$ cat src/rtl/ppd_pkg.sv
package ppd_pkg;
    typedef enum logic [2:0] {
        ST_IDLE,
        ST_SOF2,
        ST_SOFEND,
        ST_DATA,
        ST_EOF
    } ppd_state_e;
endpackage

$ cat src/rtl/ppd_edge.sv
// Pause onset detector, advanced only on ticks.
module ppd_edge (
    input  logic clk,
    input  logic rst_n,
    input  logic tick_en,
    input  logic pause_in,
    output logic pause_start
);
    logic prev_q;

    always_ff @(posedge clk or negedge rst_n) begin
        if (!rst_n)       prev_q <= 1'b0;
        else if (tick_en) prev_q <= pause_in;
    end

    assign pause_start = tick_en & pause_in & ~prev_q;
endmodule

$ cat src/rtl/ppd_slot.sv
// Maps a symbol tick offset to slot index, half and end-of-symbol.
module ppd_slot #(
    parameter int SLOT_LG = 3,
    parameter int POS_W   = SLOT_LG + 8
) (
    input  logic [POS_W-1:0] pos,
    input  logic             long_mode,
    output logic [7:0]       slot_idx,
    output logic             late_half,
    output logic             sym_last
);
    localparam int SLOT_TICKS = 1 << SLOT_LG;
    localparam logic [POS_W-1:0] LAST_SHORT = POS_W'(4 * SLOT_TICKS - 1);
    localparam logic [POS_W-1:0] LAST_LONG  = POS_W'(256 * SLOT_TICKS - 1);

    assign slot_idx  = long_mode ? pos[SLOT_LG+7:SLOT_LG]
                                 : {6'd0, pos[SLOT_LG+1:SLOT_LG]};
    assign late_half = pos[SLOT_LG-1];
    assign sym_last  = long_mode ? (pos == LAST_LONG) : (pos == LAST_SHORT);
endmodule

$ cat src/rtl/ppd_stamp.sv
// Back-computes the frame start timestamp from the closing time.
module ppd_stamp #(
    parameter int TIME_W     = 32,
    parameter int CNT_W      = 6,
    parameter int BYTE_SHORT = 128,
    parameter int BYTE_LONG  = 2048,
    parameter int FIXED      = 48
) (
    input  logic [TIME_W-1:0] now_ticks,
    input  logic [CNT_W-1:0]  count,
    input  logic              long_mode,
    output logic [TIME_W-1:0] start_time
);
    logic [TIME_W-1:0] span;

    always_comb begin
        span = TIME_W'(count) * (long_mode ? TIME_W'(BYTE_LONG) : TIME_W'(BYTE_SHORT));
        start_time = now_ticks - span - TIME_W'(FIXED);
    end
endmodule

$ cat src/rtl/ppd_frame_decoder.sv
module ppd_frame_decoder
    import ppd_pkg::*;
#(
    parameter int SLOT_LG   = 3,
    parameter int MAX_BYTES = 32,
    parameter int TIME_W    = 32,
    parameter int SOF_TICKS = 32,
    parameter int EOF_TICKS = 16,
    parameter int SEP_SHORT = 16,
    parameter int SEP_LONG  = 24,
    parameter int SEP_TOL   = 1,
    parameter int CNT_W     = $clog2(MAX_BYTES + 1)
) (
    input  logic              clk,
    input  logic              rst_n,
    input  logic              tick_en,
    input  logic              pause_in,
    input  logic              tag_busy,
    input  logic [TIME_W-1:0] now_ticks,
    output logic              byte_valid,
    output logic [7:0]        byte_data,
    output logic              frame_done,
    output logic [CNT_W-1:0]  byte_count,
    output logic [TIME_W-1:0] start_time,
    output logic              reader_active
);
    localparam int POS_W      = SLOT_LG + 8;
    localparam int SLOT_TICKS = 1 << SLOT_LG;
    localparam int BYTE_SHORT = 16 * SLOT_TICKS;
    localparam int BYTE_LONG  = 256 * SLOT_TICKS;
    localparam logic [POS_W-1:0] S_LO     = POS_W'(SEP_SHORT - SEP_TOL);
    localparam logic [POS_W-1:0] S_HI     = POS_W'(SEP_SHORT + SEP_TOL);
    localparam logic [POS_W-1:0] L_LO     = POS_W'(SEP_LONG - SEP_TOL);
    localparam logic [POS_W-1:0] L_HI     = POS_W'(SEP_LONG + SEP_TOL);
    localparam logic [POS_W-1:0] SOF_LAST = POS_W'(SOF_TICKS - 1);
    localparam logic [POS_W-1:0] EOF_AT   = POS_W'(EOF_TICKS);
    localparam logic [CNT_W-1:0] CNT_MAX  = CNT_W'(MAX_BYTES);

    typedef struct packed {
        ppd_state_e        st;
        logic [POS_W-1:0]  pos;
        logic              long_m;
        logic              got;
        logic [7:0]        val;
        logic [1:0]        sub;
        logic [7:0]        shreg;
        logic [CNT_W-1:0]  cnt;
        logic              bv;
        logic [7:0]        bdata;
        logic              done;
        logic [TIME_W-1:0] tstart;
    } regs_t;

    regs_t r_q, r_d;

    logic              pstart;
    logic [7:0]        slot_idx;
    logic              late_half;
    logic              sym_last;
    logic [TIME_W-1:0] stamp;

    ppd_edge u_edge (
        .clk        (clk),
        .rst_n      (rst_n),
        .tick_en    (tick_en),
        .pause_in   (pause_in),
        .pause_start(pstart)
    );

    ppd_slot #(.SLOT_LG(SLOT_LG), .POS_W(POS_W)) u_slot (
        .pos      (r_q.pos),
        .long_mode(r_q.long_m),
        .slot_idx (slot_idx),
        .late_half(late_half),
        .sym_last (sym_last)
    );

    ppd_stamp #(
        .TIME_W    (TIME_W),
        .CNT_W     (CNT_W),
        .BYTE_SHORT(BYTE_SHORT),
        .BYTE_LONG (BYTE_LONG),
        .FIXED     (SOF_TICKS + EOF_TICKS)
    ) u_stamp (
        .now_ticks (now_ticks),
        .count     (r_q.cnt),
        .long_mode (r_q.long_m),
        .start_time(stamp)
    );

    logic       hit;
    logic [7:0] sym_v;
    logic [7:0] nb;
    logic       full;

    always_comb begin
        r_d     = r_q;
        r_d.bv  = 1'b0;
        r_d.done = 1'b0;
        hit     = pstart & late_half & ~r_q.got;
        sym_v   = hit ? slot_idx : r_q.val;
        nb      = r_q.long_m ? sym_v : {sym_v[1:0], r_q.shreg[7:2]};
        full    = r_q.long_m | (r_q.sub == 2'd3);
        if (tick_en) begin
            if (tag_busy) begin
                r_d.st = ST_IDLE;
            end else begin
                unique case (r_q.st)
                    ST_IDLE: begin
                        if (pstart) begin
                            r_d.st  = ST_SOF2;
                            r_d.pos = POS_W'(1);
                            r_d.cnt = '0;
                            r_d.got = 1'b0;
                            r_d.sub = 2'd0;
                        end
                    end
                    ST_SOF2: begin
                        r_d.pos = r_q.pos + POS_W'(1);
                        if (pstart) begin
                            if (r_q.pos >= S_LO && r_q.pos <= S_HI) begin
                                r_d.long_m = 1'b0;
                                r_d.st     = ST_SOFEND;
                            end else if (r_q.pos >= L_LO && r_q.pos <= L_HI) begin
                                r_d.long_m = 1'b1;
                                r_d.st     = ST_SOFEND;
                            end else begin
                                r_d.st = ST_IDLE;
                            end
                        end else if (r_q.pos >= L_HI) begin
                            r_d.st = ST_IDLE;
                        end
                    end
                    ST_SOFEND: begin
                        r_d.pos = r_q.pos + POS_W'(1);
                        if (r_q.pos == SOF_LAST) begin
                            r_d.pos = '0;
                            r_d.st  = ST_DATA;
                        end
                    end
                    ST_DATA: begin
                        r_d.pos = r_q.pos + POS_W'(1);
                        if (pstart && late_half && r_q.got) begin
                            r_d.st = ST_IDLE;
                        end else if (pstart && !late_half) begin
                            if (slot_idx == 8'd0 && !r_q.got && r_q.sub == 2'd0)
                                r_d.st = ST_EOF;
                            else
                                r_d.st = ST_IDLE;
                        end else begin
                            if (hit) begin
                                r_d.got = 1'b1;
                                r_d.val = slot_idx;
                            end
                            if (sym_last) begin
                                if (!(r_q.got || hit)) begin
                                    r_d.st = ST_IDLE;
                                end else begin
                                    r_d.pos   = '0;
                                    r_d.got   = 1'b0;
                                    r_d.shreg = nb;
                                    if (!r_q.long_m) r_d.sub = r_q.sub + 2'd1;
                                    if (full) begin
                                        if (r_q.cnt == CNT_MAX) begin
                                            r_d.st = ST_IDLE;
                                        end else begin
                                            r_d.bv    = 1'b1;
                                            r_d.bdata = nb;
                                            r_d.cnt   = r_q.cnt + CNT_W'(1);
                                        end
                                    end
                                end
                            end
                        end
                    end
                    ST_EOF: begin
                        r_d.pos = r_q.pos + POS_W'(1);
                        if (r_q.pos == EOF_AT) begin
                            r_d.done   = 1'b1;
                            r_d.tstart = stamp;
                            r_d.st     = ST_IDLE;
                        end
                    end
                    default: r_d.st = ST_IDLE;
                endcase
            end
        end
    end

    always_ff @(posedge clk or negedge rst_n) begin
        if (!rst_n) begin
            r_q    <= '0;
            r_q.st <= ST_IDLE;
        end else begin
            r_q <= r_d;
        end
    end

    assign byte_valid    = r_q.bv;
    assign byte_data     = r_q.bdata;
    assign frame_done    = r_q.done;
    assign byte_count    = r_q.cnt;
    assign start_time    = r_q.tstart;
    assign reader_active = (r_q.st != ST_IDLE);
endmodule

$ cat config.mk
export PLATFORM = sky130hd
export DESIGN_NAME = ppd_frame_decoder
export DESIGN_NICKNAME = d
export VERILOG_FILES = /design/src/rtl/ppd_pkg.sv /design/src/rtl/ppd_edge.sv /design/src/rtl/ppd_slot.sv /design/src/rtl/ppd_stamp.sv /design/src/rtl/ppd_frame_decoder.sv
export SDC_FILE = /design/constraint.sdc
export NUM_CORES = 1
export LEC_CHECK = 0
export BUFFER_PORTS_ARGS = -buffer_cell sky130_fd_sc_hd__buf_2
export CORE_AREA = 3 3 115 117
export DETAILED_ROUTE_END_ITERATION = 8
export DIE_AREA = 0 0 118 120
export PLACE_DENSITY = 0.7
export SLEW_MARGIN = 20
export SYNTH_ARGS = -nofsm -noshare
export SYNTH_HDL_FRONTEND = slang
export SYNTH_SLANG_ARGS = --single-unit
$ cat constraint.sdc
create_clock -name clk -period 5.9 [get_ports clk]
set_clock_uncertainty 0.15 [all_clocks]
set_input_delay 1.18 -clock clk [delete_from_list [all_inputs] [get_ports clk]]
set_output_delay 1.18 -clock clk [all_outputs]
set_load 0.05 [all_outputs]
# Word-level counts from Yosys, hierarchy flattened
# Index checks and enable logic that the tools add are counted.
# totals
register_bits	83
input_bits	37
output_inout_bits	49
elab_cells	135
# op_classes
addsub	5
n_mul	1
n_lt_le_gt_ge	5
eq_ne	24
mux	48
n_bitwise	11
n_reduce_logical	28
# op_table
op	count
$mux W42	2
$mux W34	2
$mux W33	2
$mux W25	2
$pmux W11 S4	1
$mux W14	3
$mux W11	3
$sub A32 B32 Y32	1
$sub A32 B6 Y32 const B	1
$mux W15	2
$mux W3	10
$mux W8	3
$eq A11 B5 Y1 const B	2
$ge A11 B5 Y1 const B	2
$le A11 B5 Y1 const B	2
$mul A6 B12 Y18	1
$mux W9	2
$reduce_and A9 Y1	2
$ne A2 B2 Y1 const B	8
$pmux W3 S5	1
$mux W12	1
$ne A6 B6 Y1 const B	2
$pmux W6 S2	1
$reduce_and A6 Y1	2
other kinds (36)	64

# Longest topological paths before layout
# logic_depth
ltp_word	15
depth_mapped	22
depth_no_buf	18

# Modules after synthesis
# Synthesis repeated with hierarchy kept, for this count alone.
# hier_totals
hier_cells	653
area_unflattened_um2	6173.4
# modules_own_cells
mod	n_inst	cells_each	area_each_um2	seq_area_each_um2
ppd_frame_decoder	1	402	4366.7	2001.9
ppd_stamp	1	235	1626.6	0.0
ppd_slot	1	13	130.1	0.0
ppd_edge	1	3	50.0	25.0

# Worst setup path after synthesis
# Ideal clock, no wire load.
# synth_path
path_kind	register to register
startpoint	register r_q[67] (netlist name)
endpoint	register r_q (netlist bit start_time[21])
setup_time_ps	123
arrival_ps	3855
required_time_ps	5627
path_slack_ps	1772
stages_incl_launch_ff	21
n_path_buf	4
synth_period_minus_slack_ps	4128
path_cell_list	dfrtp_1 > clkbuf_1 > buf_1 > clkbuf_1 > and2_1 > ha_1 > ha_1 > fa_1 > nand2_1 > nor2_1 > ha_1 > inv_1 > ha_1 > clkbuf_1 > nand2_1 > or3_1 > nor3_1 > o21ai_0 > nand4_1 > xor2_1 > o21ai_1
# synth_between
elab_chain_cells	4
# synth_lines
item	line	text
from (decl)	ppd_frame_decoder.sv:54	regs_t r_q, r_d;
from (signal assigned)	ppd_frame_decoder.sv:195	r_q <= r_d;
$mux W12	ppd_stamp.sv:17	span = TIME_W'(count) * (long_mode ? TIME_W'(BYTE_LONG) : TIME_W'(BYTE_SHORT));
$mul A6 B12 Y18	ppd_stamp.sv:17	
$sub A32 B32 Y32	ppd_stamp.sv:18	start_time = now_ticks - span - TIME_W'(FIXED);
$sub A32 B6 Y32	ppd_stamp.sv:18	
# Every way passes these cells.
# A chain may end at the register's enable or synchronous reset.

# Final worst setup path
# layout_path
startpoint	register r_q (netlist bit byte_count[5])
endpoint	register r_q (netlist bit start_time[20])
# layout_between
elab_chain_cells	3
# layout_lines
item	line
$mul A6 B12 Y18	ppd_stamp.sv:17
$sub A32 B32 Y32	ppd_stamp.sv:18
$sub A32 B6 Y32	ppd_stamp.sv:18
# Every way passes these cells.

==> impl_metrics.csv <==
group,metric,value,unit
outcome,outcome,"completed",
power_and_ir_drop,power.static_leakage,3.10,nW
global_routing,grt_overflow,0,
setup_path,cpMaxStageDelayCell,"a221oi_1",
placement,pre_cts_slack,1.99,ns
placement,post-dp-hpwl,10100,um
clocking,worstSkewPairLatency,0.34,ns
setup_path,worst-r2r-cell-count,15,
setup_path,cp_data_arrival_time,3.98,ns
yosys,synth_area_leaders,"dfrtp_1 33%, ha_1 8.5%, nand2_1 5.9%, buf_4 5.7%, o21ai_0 4.3%",
setup_path,rr_endpoint,"start_time[20]",
clocking,cts_root_buffer,"clkbuf_16",
sta,setup_slack,1.96,ns
drt,drc_errors,0,
floorplan,dieArea,0.0142,mm2
setup_path,max_stage_delay,0.56,ns
floorplan,boundaryPins,86,
layout,drive_above_1_share,18.5,%
floorplan,die_height,120,um
setup_path,crit_top_cell,"ha_1",
placement,port_buffers,85,
worst_hold_path,holdCritPathClass,"flop to flop",
yosys,ys_seq_elements,81,
drt,drt_wl_total,13500,um
setup_path,end_kind,"flop",
drt,ant_nets,0,
layout,area_delta_synth_final,6.90,%
power_and_ir_drop,pwr-share-comb,23.7,%
drt,drtPass1Iterations,6,
floorplan,placementRows,41,
setup_path,critPathLaunchType,"flop",
worst_hold_path,worstHoldEndpoint,"start_time[5]",
yosys,synthCells,718,
yosys,postSynthNetCount,797,
yosys,syn_area_per_cell,8.43,um2
clocking,cts-hold-fix-buffers,0,
yosys,synthFlopType,"dfrtp_1",
sta,tightest_slew,0.990,ns
clocking,clk_pin_slew,0.06,ns
yosys,synth.yosys.warnings,0,
worst_hold_path,hold_depth,2,
yosys,syn_area,0.00606,mm2
drt,drt_iter0_markers,385,
power_and_ir_drop,p_sw,0.524,mW
sta,tns,0,ns
sta,max_freq,254,MHz
power_and_ir_drop,p_seq_share,41.6,%
global_routing,grt_usage,19.6,%
floorplan,start_util,48.6,%
setup_path,r2r_setup_slack,1.96,ns
worst_hold_path,worstHoldStart,"start_time[5]",
yosys,synthDominantCellAreaShare,33.5,%
layout,final_cell_mix,"95 x nand2_1, 84 x buf_2, 81 x dfrtp_1",
setup_path,path_max_fanout,7,
power_and_ir_drop,peakVddDrop,0.000217,V
yosys,synth_enable_flop_cells,0,
sta,slew_headroom,34.0,%
floorplan,core,0.0125,mm2
floorplan,die_w,118,um
clocking,cts_htree_levels,3,
layout,layout_commonest_cell,"nand2_1",
drt,via_per_inst,5.45,
placement,dp.cells,897,
global_routing,grt_pass1_wl,23000,um
clocking,cts.sinks,81,
sta,setup_violations,0,
sta,finalCritPeriodShare,66.7,%
setup_path,worstPathCellList,"nor2b_1, ha_1, ha_1, fa_1, xnor2_1, ha_1, inv_1, ha_1, nand2_1, o21ai_0, nor2_1, a221oi_1, nor2b_1, xnor2_1, o21ai_1",
sta,hold_violations,0,
clocking,cts_buffers,9,
power_and_ir_drop,p_sw_share,34.2,%
clocking,clockBufferDepth,2,
layout,nFillCells,1171,
yosys,synth.largest_area_cell,"dfrtp_1",
yosys,synth_seq_area_share,33.5,%
clocking,cts_resized,0,
yosys,synthArstFlopShare,100,%
drt,via_count,4979,
power_and_ir_drop,power.internal,1.01,mW
global_routing,antenna_found_initial,0,
layout,nets,815,
placement,gp_congestion,0.921,
clocking,postCtsSetupRepairBufs,0,
setup_path,worstReg2RegStart,"byte_count[5]",
setup_path,path_class,"flop to flop",
layout,diodes,0,
sta,rsz0062_at_grt,"no",
sta,finalMaxSlewViolations,0,
global_routing,grt_max_degree,82,
setup_path,crit_required,5.94,ns
power_and_ir_drop,clockPowerShare,34.7,%
job,maxCapViolations,0,
layout,fin_cells,913,
clocking,cts_tree,"done",
sta,period_minus_slack,3.94,ns
drt,wire_per_inst,14.8,um
yosys,ys_types,65,
power_and_ir_drop,p_per_area,237,mW/mm2
global_routing,grt_pass1_vias,4957,
[synth_stat cells, types with 3 or more instances]
cell type	n
nand3_1	20
nor2b_1	14
buf_4	46
o311ai_0	4
buf_2	13
a211oi_1	4
nor3_1	16
nor4_1	8
nand2_1	95
and2_1	7
o41ai_1	3
nand2b_1	10
a22o_1	3
dfrtp_1	81
a21o_1	6
inv_1	53
xor2_1	13
mux2_2	19
or3_1	6
nor2_1	36
or2_2	3
and3_1	3
clkbuf_1	15
nand4_1	9
xnor2_1	17
o21a_1	5
mux2i_1	13
o31ai_1	3
o2111ai_1	4
o21ai_0	52
buf_6	4
ha_1	41
a21oi_1	30
o21ai_1	16
a31oi_1	5
[cell families after synthesis]
group	Yosys count	synth area share, %
flip-flops	81	33.5
other	1	0.0619
buffers and inverters	133	11.9
AO/OA/AOI/OAI	158	16.2
XOR/XNOR	30	4.34
adder cells (fa/ha/maj)	42	8.80
AND/OR/NAND/NOR	241	19.5
multiplexers	32	5.68
[state kept, by name (all words and copies together), names as in the netlist]
register       cells
byte_count         6
byte_data          8
byte_valid         1
frame_done         1
r_q               32
start_time        32
u_edge.prev_q      1
[critical path: cells and delay by family (launching register included)]
kind,cells,cell delay (ns)
adders and majority gates,5,1.50
DFF,1,0.47
xor gates and xnor gates,2,0.33
buffers and inverters,1,0.04
AOI/OAI and AO/OA,3,0.79
and+or+nand+nor,4,0.49
[per-stage QoR]
step | power (mW) | hold WS (ns) | util, % | instance area [um2]
after CTS | 1.55 | 0.327 | 51.9 | 6470
after global placement | 1.00 | 0.295 | 49.7 | 6190
after floorplan | 0.928 | 0.289 | - | 6060
final | 1.53 | 0.317 | 51.9 | 6470
after detailed placement | 1.01 | 0.320 | 49.7 | 6190
after global routing | 1.62 | 0.353 | 51.9 | 6470
[worst max path at each step]
stage | startpoint | end | slack [ns]
6_report | byte_count[5] | start_time[20] | 1.96
5_1_grt | byte_count[5] | start_time[29] | 1.68
4_1_cts | byte_count[5] | start_time[21] | 1.97
3_5_place_dp | byte_count[5] | start_time[21] | 1.99
3_3_place_gp | now_ticks[8] | start_time[31] | 2.08
2_1_floorplan | r_q[67] | start_time[21] | 1.77
[metal layers]
layer / part of all wire [%] / routed length, um / track usage [%] / up-vias
li1: - / - / - / 2472
met1: 42 / 5680 / 22.5 / 2328
met2: 51 / 6900 / 35.0 / 147
met3: 5.0 / 672 / 5.04 / 32
met4: 1.9 / 250 / 7.33 / 0
met5: 0 / 0 / 0 / -
[layout make-up]
class,instances,area (um2),share of cell area (%)
well taps,172,215,3.32
multi-input cells,504,3310,51.2
flip-flops and latches,81,2030,31.3
inverters,54,203,3.13
clock inverters,7,52.6,0.812
clock buffers,9,225,3.48
repair buffers,86,439,6.78
[power groups by stage]
stage / clock, mW / sequential (mW) / combinational, mW
after floorplan: 0 / 0.620 / 0.308
after CTS: 0.548 / 0.637 / 0.365
after detailed placement: 0 / 0.648 / 0.363
final: 0.531 / 0.637 / 0.363
after global placement: 0 / 0.645 / 0.359
after global routing: 0.570 / 0.644 / 0.403
(Power assumes the default switching activity.)
